### src/rtl/iotlb_pkg.sv
package iotlb_pkg;
    localparam int ASID_W     = 7;
    localparam int VA_W       = 32;
    localparam int PG_SHIFT   = 12;
    localparam int VPN_W      = VA_W - PG_SHIFT;
    localparam int PFN_W      = 20;
    localparam int PA_W       = PFN_W + PG_SHIFT;
    localparam int SECT_SHIFT = 22;
    localparam int GRP_SHIFT  = 14;
    localparam int SECT_W     = VA_W - SECT_SHIFT;
    localparam int GRP_W      = VA_W - GRP_SHIFT;
    localparam int CMD_W      = 32;
    localparam int CMD_EN_BIT = 31;
    localparam int CMD_ASID_LSB = 24;

    typedef enum logic [1:0] {
        AM_ALL  = 2'd0,
        AM_RSVD = 2'd1,
        AM_SECT = 2'd2,
        AM_GRP  = 2'd3
    } addr_mode_e;

    typedef struct packed {
        logic [ASID_W-1:0] asid;
        logic [VPN_W-1:0]  vpn;
        logic [PFN_W-1:0]  pfn;
        logic              rd;
        logic              wr;
        logic              ns;
    } tlb_ent_t;
endpackage

### src/rtl/iotlb_inval_sel.sv
module iotlb_inval_sel
    import iotlb_pkg::*;
#(
    parameter int N_ENT = 8
) (
    input  logic [CMD_W-1:0]           cmd,
    input  logic [N_ENT-1:0]           valid,
    input  tlb_ent_t [N_ENT-1:0]       ents,
    output logic [N_ENT-1:0]           kill
);
    logic              asid_en;
    logic [ASID_W-1:0] cmd_asid;
    addr_mode_e        mode;
    logic              unused_cmd_bits;

    assign asid_en         = cmd[CMD_EN_BIT];
    assign cmd_asid        = cmd[CMD_ASID_LSB +: ASID_W];
    assign mode            = addr_mode_e'(cmd[1:0]);
    assign unused_cmd_bits = ^cmd[CMD_ASID_LSB-1:VPN_W];

    for (genvar i = 0; i < N_ENT; i++) begin : g_ent
        logic asid_ok;
        logic addr_ok;
        always_comb begin
            asid_ok = !asid_en || (ents[i].asid == cmd_asid);
            unique case (mode)
                AM_ALL:  addr_ok = 1'b1;
                AM_SECT: addr_ok = ents[i].vpn[VPN_W-1 -: SECT_W] == cmd[VPN_W-1 -: SECT_W];
                AM_GRP:  addr_ok = ents[i].vpn[VPN_W-1 -: GRP_W] == cmd[VPN_W-1 -: GRP_W];
                default: addr_ok = 1'b0;
            endcase
            kill[i] = valid[i] && asid_ok && addr_ok;
        end
    end
endmodule

### src/rtl/iotlb_cam.sv
module iotlb_cam
    import iotlb_pkg::*;
#(
    parameter int N_ENT = 8,
    parameter int IDX_W = 3
) (
    input  tlb_ent_t [N_ENT-1:0] ents,
    input  logic [N_ENT-1:0]     valid,
    input  logic [ASID_W-1:0]    asid,
    input  logic [VPN_W-1:0]     vpn,
    output logic                 hit,
    output logic [IDX_W-1:0]     idx
);
    logic [N_ENT-1:0] match;

    for (genvar i = 0; i < N_ENT; i++) begin : g_cmp
        assign match[i] = valid[i] && (ents[i].asid == asid) && (ents[i].vpn == vpn);
    end

    always_comb begin
        hit = |match;
        idx = '0;
        for (int i = N_ENT - 1; i >= 0; i--) begin
            if (match[i]) idx = IDX_W'(i);
        end
    end
endmodule

### src/rtl/iotlb_victim.sv
module iotlb_victim #(
    parameter int N_ENT = 8,
    parameter int IDX_W = 3
) (
    input  logic [N_ENT-1:0] valid,
    input  logic [IDX_W-1:0] ptr,
    output logic [IDX_W-1:0] slot,
    output logic             from_ptr
);
    always_comb begin
        slot     = ptr;
        from_ptr = 1'b1;
        for (int i = N_ENT - 1; i >= 0; i--) begin
            if (!valid[i]) begin
                slot     = IDX_W'(i);
                from_ptr = 1'b0;
            end
        end
    end
endmodule

### src/rtl/iotlb_asid.sv
module iotlb_asid
    import iotlb_pkg::*;
#(
    parameter int N_ENT = 8
) (
    input  logic              clk,
    input  logic              rst_n,
    input  logic [ASID_W-1:0] lk_asid,
    input  logic [VA_W-1:0]   lk_va,
    output logic              lk_hit,
    output logic [PA_W-1:0]   lk_pa,
    output logic              lk_rd,
    output logic              lk_wr,
    output logic              lk_ns,
    input  logic              fill_en,
    input  logic [ASID_W-1:0] fill_asid,
    input  logic [VPN_W-1:0]  fill_vpn,
    input  logic [PFN_W-1:0]  fill_pfn,
    input  logic              fill_rd,
    input  logic              fill_wr,
    input  logic              fill_ns,
    input  logic              inv_wr,
    input  logic [CMD_W-1:0]  inv_cmd
);
    localparam int IDX_W = (N_ENT > 1) ? $clog2(N_ENT) : 1;
    localparam logic [IDX_W-1:0] LAST_IDX = IDX_W'(N_ENT - 1);

    typedef struct packed {
        logic [N_ENT-1:0]     valid;
        tlb_ent_t [N_ENT-1:0] ent;
        logic [IDX_W-1:0]     ptr;
    } state_t;

    state_t st_q, st_d;

    logic             lk_found;
    logic [IDX_W-1:0] lk_idx;
    logic             dup_hit;
    logic [IDX_W-1:0] dup_idx;
    logic [IDX_W-1:0] vic_slot;
    logic             vic_from_ptr;
    logic [N_ENT-1:0] kill;
    logic [IDX_W-1:0] fill_slot;
    tlb_ent_t         fill_ent;
    tlb_ent_t         hit_ent;

    iotlb_cam #(.N_ENT(N_ENT), .IDX_W(IDX_W)) u_lk_cam (
        .ents (st_q.ent),
        .valid(st_q.valid),
        .asid (lk_asid),
        .vpn  (lk_va[VA_W-1:PG_SHIFT]),
        .hit  (lk_found),
        .idx  (lk_idx)
    );

    iotlb_cam #(.N_ENT(N_ENT), .IDX_W(IDX_W)) u_dup_cam (
        .ents (st_q.ent),
        .valid(st_q.valid),
        .asid (fill_asid),
        .vpn  (fill_vpn),
        .hit  (dup_hit),
        .idx  (dup_idx)
    );

    iotlb_victim #(.N_ENT(N_ENT), .IDX_W(IDX_W)) u_victim (
        .valid   (st_q.valid),
        .ptr     (st_q.ptr),
        .slot    (vic_slot),
        .from_ptr(vic_from_ptr)
    );

    iotlb_inval_sel #(.N_ENT(N_ENT)) u_inval (
        .cmd  (inv_cmd),
        .valid(st_q.valid),
        .ents (st_q.ent),
        .kill (kill)
    );

    assign fill_slot = dup_hit ? dup_idx : vic_slot;
    assign fill_ent  = '{asid: fill_asid, vpn: fill_vpn, pfn: fill_pfn,
                         rd: fill_rd, wr: fill_wr, ns: fill_ns};

    always_comb begin
        st_d = st_q;
        if (inv_wr) begin
            st_d.valid = st_q.valid & ~kill;
        end
        if (fill_en) begin
            st_d.ent[fill_slot]   = fill_ent;
            st_d.valid[fill_slot] = 1'b1;
            if (!dup_hit && vic_from_ptr) begin
                st_d.ptr = (st_q.ptr == LAST_IDX) ? '0 : st_q.ptr + 1'b1;
            end
        end
    end

    always_ff @(posedge clk) begin
        if (!rst_n) st_q <= '0;
        else        st_q <= st_d;
    end

    always_comb begin
        hit_ent = st_q.ent[lk_idx];
        lk_hit  = lk_found;
        lk_pa   = lk_found ? {hit_ent.pfn, lk_va[PG_SHIFT-1:0]} : '0;
        lk_rd   = lk_found && hit_ent.rd;
        lk_wr   = lk_found && hit_ent.wr;
        lk_ns   = lk_found && hit_ent.ns;
    end
endmodule

### config.mk
export PLATFORM = sky130hd
export DESIGN_NAME = iotlb_asid
export DESIGN_NICKNAME = d
export VERILOG_FILES = /design/src/rtl/iotlb_pkg.sv /design/src/rtl/iotlb_inval_sel.sv /design/src/rtl/iotlb_cam.sv /design/src/rtl/iotlb_victim.sv /design/src/rtl/iotlb_asid.sv
export SDC_FILE = /design/constraint.sdc
export NUM_CORES = 1
export LEC_CHECK = 0
export CAP_MARGIN = 25
export CORE_MARGIN = 2
export CORE_UTILIZATION = 55
export DETAILED_ROUTE_END_ITERATION = 10
export MAX_ROUTING_LAYER = met4
export PLACE_DENSITY_LB_ADDON = 0.05
export SETUP_SLACK_MARGIN = 0.05
export SLEW_MARGIN = 15
export SYNTH_ARGS = -nofsm -noshare
export SYNTH_HDL_FRONTEND = slang
export SYNTH_SLANG_ARGS = --single-unit
### constraint.sdc
create_clock -name clk -period 7 [get_ports clk]
set_input_delay 1.4 -clock clk [delete_from_list [all_inputs] [get_ports clk]]
set_output_delay 1.4 -clock clk [all_outputs]
set_load 0.01 [all_outputs]
==> summary by stage, run 1 <==
Drt
Dividing the detail-routed wire length by the instance count gives 30.14 um. For this block, the initial DRC count from the detailed router was 2539. Detailed routing inserted a total of 21480 vias.

The residual antenna-violating net count after detailed routing is 0. The pre-antenna-repair detailed-routing pass consisted of 5 iterations. The final wirelength is 102500 um. The detailed-route vias per instance is 6.316.

After detailed routing, the number of remaining DRC violations is 0.

Worst setup path
The slowest cell on the critical path is clkdlybuf4s50_1. On the worst path, the slowest cell contributes a delay of 820 ps. The maximum fanout count along the critical path is 16.

Walking the worst path, the cells encountered are clkdlybuf4s50_1 -> xnor2_1 -> nand4_1 -> or4_1 -> or2_0 -> a221oi_1 -> buf_4 -> o21ai_4 -> buf_12 -> mux2i_1 -> mux2i_1 -> a21o_1 -> clkdlybuf4s50_1. STA classifies the critical path startpoint as an input pin. STA classifies the critical path endpoint as an output pin. For the worst setup path, the data required time is 5600 ps. The critical path class is in2out. STA puts the critical path data arrival time at 5470 ps. The worst-case register-to-register setup slack is 2520 ps.

Min path
The min-delay analysis places its worst path in the category reg2reg.

Cells and area
The number of filler cells placed in the layout is 3574. The final non-filler cell area is 28410 sq um. The repair_antennas step left the layout with diodes totalling 0. At the end of the flow, the number of nets in the layout was 2903. At the end of the flow the core is filled with cells to 64.53%.

The leading cell type in the layout, fill and taps excluded is mux2i_1. The layout overhead on the synthesized area is 16.40%. The share of cells above drive strength 1 is 7.334%.

The top cell types in the final layout, fill and taps aside, are 495 x mux2i_1, 466 x nand2_1, 411 x dfxtp_1, 359 x xnor2_1, 269 x xor2_1. Registers take 8228 sq um. The multi-input combinational cells in the finished layout cover a total of 15250 sq um.

Placement
The HPWL reported at the end of detailed placement is 73400 um. The final weighted congestion of routability-driven global placement is 1.181. The total cell area at the placement stage is 26950 sq um.

In this run the tool buffered the top-level ports with 156 buffer cells.

Yosys
The leading register cell type out of synthesis is dfxtp_1. The number of nets in the synthesized netlist is 2791. The cell count after synthesis came out at 2664. Summing the areas of all compound-gate instances in the mapped netlist gives 3.814% of the synthesized area.

Summing every instance area after synthesis gives 24410 sq um. The sequential fraction of the synthesis area is 33.71%. The dominant combinational cell family by area after synthesis is XOR/XNOR gates. The flip-flop and latch count after synthesis is 411.

The number of warning messages in the yosys log is 0. The simple logic cell fraction of the synthesized area is 15.15%. The XOR/XNOR share of the synthesized area is 22.64%. The number of different library cells in the post-synthesis netlist is 52. The synthesized design contains 0 enable-type register cells.

In the synthesized netlist the async set-or-reset flop fraction comes to 0%. Each instance of the synthesized netlist takes up on average 9.162 sq um. Of the post-synthesis cell area, the part taken by muxes is 20.30%.

Of the total synthesized cell area, the portion taken by full adders, half adders and majority gates is 0.1025%.

Floorplan
The die outline height is 214.7 um. The core outline area is 44030 sq um. The initial utilization of the core area, before any placement, comes to 55.44%. Measured along the x axis, the die boundary spans 214.7 um.

The number of ports placed on the die boundary is 161. The die covers 46080 sq um. The number of placement rows is 77.

Clock network
The worst-case clock buffer depth is 3. In this run, CTS created clock tree buffers numbering 44. For the worst-skew pair, the clock arrives at the later sink with an insertion delay of 600 ps.

The number of H-tree levels is 2. After clock tree synthesis, the clock-pin slew on the worst setup and hold paths is 60 ps. TritonCTS built the clock tree. Buffers inserted to repair hold after CTS numbered 0. The clock tree root buffer cell is clkbuf_16.

Once the clock tree was built, the setup fixing pass inserted 0 buffers. The total number of clock tree sinks is 411. After clock tree synthesis, the repair step resized 0 gates.

Global routing
Entering global routing, the biggest net connects 108 pins. The residual overflow from global routing is 0. The overall global routing resource usage is 44.96%. The global-route wire length before repair is 146600 um.

The number of global-route vias before repair is 21400. The initial antenna violation count was 0.

STA
The slew at the pin closest to its max-slew limit is 1127 ps. Adding up every negative setup slack in the final design gives 0 ps. The setup-violating endpoint count in the final report is 0. The share of the clock period used by the worst path is 98.19%. Static timing analysis puts the maximum clock frequency at 145.5 MHz.

The worst slew margin relative to its limit is 24.20%. The clock period minus final worst setup slack is 6873 ps. The clock skew is 17.29 ps. The count of final hold-check violations came to 0.

Setup repair after global routing could not meet its margin everywhere. The number of pins exceeding their max-slew limit in the final report is 0.

Run status
The run finished with clean final reports.

Power
The peak ir drop on the vdd network is 0.0002012 V. The static leakage is 0.01205 uW. For this design the ratio of total power to cell area is 194.5 nW/um^2.

Job
Across the run, the number of max-cap violations was 0.
-- routing by layer --
metal  global-route usage, %  vias up  share of wire, %
li1                        -     9307                 -
met5                       -        -                 0
met3                   8.426      428               9.0
met2                   70.83     1287                45
met1                   52.37    10460                37
met4                   29.81        0               8.3
-- through the flow --
step,power (uW),hold slack [ps],setup WS [ps],std cells
3_5_place_dp,3211,443.2,140.6,3320
3_3_place_gp,3202,439.6,200.5,3319
2_1_floorplan,2898,432.0,1868,2664
5_1_grt,5637,471.8,48.39,3401
4_1_cts,5497,456.7,120.8,3399
6_report,5525,456.2,127.0,3401
-- area by class of cell --
cell class | count | share of cell area, %
multi-input cells | 2040 | 53.68
well taps | 592 | 2.607
clock inverters | 15 | 0.4228
flip-flops and latches | 411 | 28.96
inverters | 7 | 0.09248
clock buffers | 64 | 4.532
repair buffers | 272 | 9.706
-- cells by family after synthesis --
logic type | Yosys count
compound gates | 125
xor+xnor | 631
fa+ha+maj | 2
buf+inv | 213
flops | 411
mux | 495
simple gates | 787
-- power by group --
group / total [uW] / leakage, uW / internal (uW) / switching, uW
logic: 760 / 0.00804 / 290 / 470
clock network: 2330 / 0.000691 / 1290 / 1040
registers: 2440 / 0.00332 / 2380 / 57.8
total: 5520 / 0.0121 / 3960 / 1570
-- worst max-delay path: cells and delay by family --
kind	cells	cell delay, ps
buffers and inverters	4	1730
muxes	2	360
and+or+nand+nor	3	930
xor gates and xnor gates	1	430
AOI/OAI and AO/OA	3	610
-- worst paths after layout --
path / cells after the start / to / from
max: 13 / lk_pa[19] / lk_va[30]
min: 2 / flop / flop
max reg2reg: 10 / flop / flop
min reg2reg: 2 / flop / flop
-- Yosys cell counts (all sizes together) (4+ instances only) --
cell    count  area (sq um)
o41ai      19         166.4
inv         7         26.28
o211ai      4         35.03
xnor2     362          3171
xor2      269          2356
nand2b      4         25.02
a21boi     29         217.7
nand4     133         832.1
buf       109         655.6
nor4       77         488.0
a21o       25         187.7
o21a        4         30.03
clkbuf     97         364.1
o21ai       6         30.03
mux2i     495          4955
nor3        6         30.03
nor2       35         131.4
nor2b      17         106.4
or4         7         52.55
nand3      17         85.08
nand2     466          1749
o22ai      23         143.9
nor4b       9         78.83
dfxtp     411          8228
and3        5         31.28
Note: power is estimated with default switching activity, not from simulation.
==> run 2, diff against run 1 <==
SLEW_MARGIN = unset   (was 15)
==> summary by stage, run 2 (same netlist as run 1, synthesis figures left out) <==
Floorplan
The starting density of the core is 55.44% (unchanged). The total die area was 46080 sq um (unchanged). The number of placement rows is 77 (unchanged). The die outline height is 214.7 um (unchanged). The floorplan die width was 214.7 um (unchanged). The number of ports placed on the die boundary came to 161 (unchanged). The core outline area is 44030 sq um (unchanged).

Drt
The detailed-routing wirelength on met1 is 38580 um (+0.42%). The length of the first detailed-routing pass in iterations is 5 (unchanged). The final routed wire length divided by cell count is 30.24 um (+0.33%). In this run the top signal layer used is met4. The length of routed met3 wiring was 8965 um (-3.1%). The starting DRC count in detailed routing is 2415 (-4.9%).

The detailed-route vias per instance came to 6.309 (-0.11%). The DRC violation count after routing is 0 (unchanged). The residual antenna-violating net count after detailed routing is 0 (unchanged). The detailed-route via count came to 21500 (+0.065%). The met2 wire length came to 46380 um (+0.14%).

The final wirelength is 103000 um (+0.50%).

Placement
The HPWL reported at the end of detailed placement is 73460 um (about the same). The final weighted congestion of routability-driven global placement is 1.181 (unchanged). The cell count after placement is 3321 (+0.030%). The number of input and output port buffers inserted is 156 (unchanged).

Worst setup path
The critical path in this run is classified as in2out. The worst setup path is captured at an output pin. The maximum fanout count along the critical path came to 16 (unchanged). The origin of the worst setup path is lk_asid[4].

The endpoint arrival time on the critical path is 5460 ps (about the same). The required time of the worst setup path was 5600 ps (about the same). The sort of element at the start of the critical path is an input pin.

STA
The slew at the pin closest to its max-slew limit is 1159 ps (+31.82 ps). The upper clock frequency limit was 145.8 MHz (+0.21%). The setup-violating endpoint count in the final report is 0 (unchanged).

The clock period minus final worst setup slack is 6858 ps (-14.70 ps). Setup repair after global routing left no endpoint under its margin. The clock skew is 33.69 ps (+16.40 ps). The count of final hold-check violations came to 0 (unchanged).

The number of pins exceeding their max-slew limit in the final report is 0 (unchanged). The share of the clock period used by the worst path is 97.98% (-0.21 points). The aggregate negative setup slack is 0 ps (unchanged). The worst-case hold slack is 459.5 ps (+3.344 ps).

The worst slew margin relative to its limit is 21.71% (-2.5 points).

Global routing
The overall global routing resource usage is 45.11% (+0.15 points). The largest net degree at the start of global routing was 108 (unchanged). The initial antenna violation count is 0 (unchanged). The number of global-route vias before repair was 21520 (+0.53%).

The residual overflow from global routing is 0 (unchanged). The global-route wire length before repair is 147000 um (+0.28%).

Power
The static leakage is 0.01215 uW (+0.79%). The power density normalized to cell area was 201.8 nW/um^2 (+3.8%). The peak ir drop on the vdd network is 0.0002706 V (+34%). The sum of internal, switching and leakage power is 5767 uW (+4.4%).

Cells and area
The number of filler cells placed in the layout is 3560 (-0.39%). The post-route core utilization is 64.89% (+0.36 points). The leading cell type in the layout, fill and taps excluded is mux2i_1.

The sequential standard cell area came to 8228 sq um (unchanged). The multi-input logic area is 15210 sq um (-0.24%). From synthesis to final layout, the design area changed by 17.05%.

The number of cells in the finished layout apart from fillers was 3407 (+0.18%). The share of cells above drive strength 1 is 7.534% (+0.20 points). The top cell types in the final layout, fill and taps aside, are 495 x mux2i_1, 466 x nand2_1, 411 x dfxtp_1, 362 x xnor2_1, 269 x xor2_1. The number of nets in the layout is 2905 (+0.069%).

Run status
The run finished with clean final reports.

Clock network
The clock edge transition at the registers on the reported setup and hold paths is 60 ps (about the same). The worst-case clock buffer depth is 3 (unchanged). The total number of clock tree sinks is 411 (unchanged). The clock tree root buffer cell is clkbuf_16.

The number of clock buffers inserted by TritonCTS is 45 (+2.3%). The TritonCTS clock tree is built. The number of buffers inserted for hold repair after clock tree synthesis is 0 (unchanged). The source-to-sink clock delay at the later pin of the worst-skew pair was 620 ps (+20 ps). The number of H-tree levels is 2 (unchanged).

Min path
The tightest min-delay check is of the reg2reg type.

Job
The count of max-cap constraint violations is 0 (unchanged).
==> run 2: cell types whose count changed in the layout (fill, tap and decap cells not counted), moves of 2 or more <==
cell and delta:
bufinv_16 +5, clkbuf_1 -6, clkinv_2 +2, clkinvlp_4 -2, inv_16 -2, inv_6 +3
xnor2_1 +3, xnor2_2 -3
==> run 2: final cells by class <==
cell class	count	share of cell area, %
Timing Repair Buffer	273	9.678
Inverter	7	0.09196
Tap cell	592	2.593
Multi-Input combinational cell	2040	53.25
Clock inverter	23	1.016
Sequential cell	411	28.80
Antenna cell	1	0.008758
Clock buffer	60	4.563
==> run 2: path summary, 6_finish.rpt <==
path | endpoint | slack, ps | depth (start not counted)
setup / recovery | lk_pa[15] | 140 | 16
hold / removal | flop | 460 | 2
setup reg to reg | flop | 2450 | 10
hold reg to reg | flop | 460 | 2
==> run 2: per-layer routing <==
metal	vias to the layer above	global-route usage, %
met3	427	7.433
met2	1262	70.69
met5	-	-
met1	10470	52.67
li1	9334	-
met4	0	32.06
==> run 2: per-stage QoR <==
stage	instance area (sq um)	setup slack (ps)
6_report	28570	141.7
4_1_cts	28540	122.8
5_1_grt	28570	65.06
2_1_floorplan	24410	1868
3_5_place_dp	26950	142.7
3_3_place_gp	26920	200.5
==> run 2: worst max-delay path, cell delays in order <==
cell and delay, ps:
clkdlybuf4s50_1 580, xnor2_1 470, buf_4 220, nand4_1 90
nor4_1 380, buf_4 170, and4_1 190, buf_4 180
a221oi_1 80, buf_4 170, o21ai_4 250, buf_12 220
mux2i_1 240, mux2i_1 120, a21o_1 200, clkdlybuf4s50_1 480
==> run 2: power by group <==
| part | internal [uW] | switching [uW] | leakage [uW] |
|---|---|---|---|
| clock | 1510 | 1070 | 0.000791 |
| combinational | 289 | 468 | 0.00803 |
| sequential | 2380 | 57.6 | 0.00332 |
| total | 4170 | 1590 | 0.0121 |
==> run 2: repair_timing <==
item,in CTS,in global routing
gates resized for setup,0,2
endpoints found under the setup margin,0,12
setup buffers,0,0
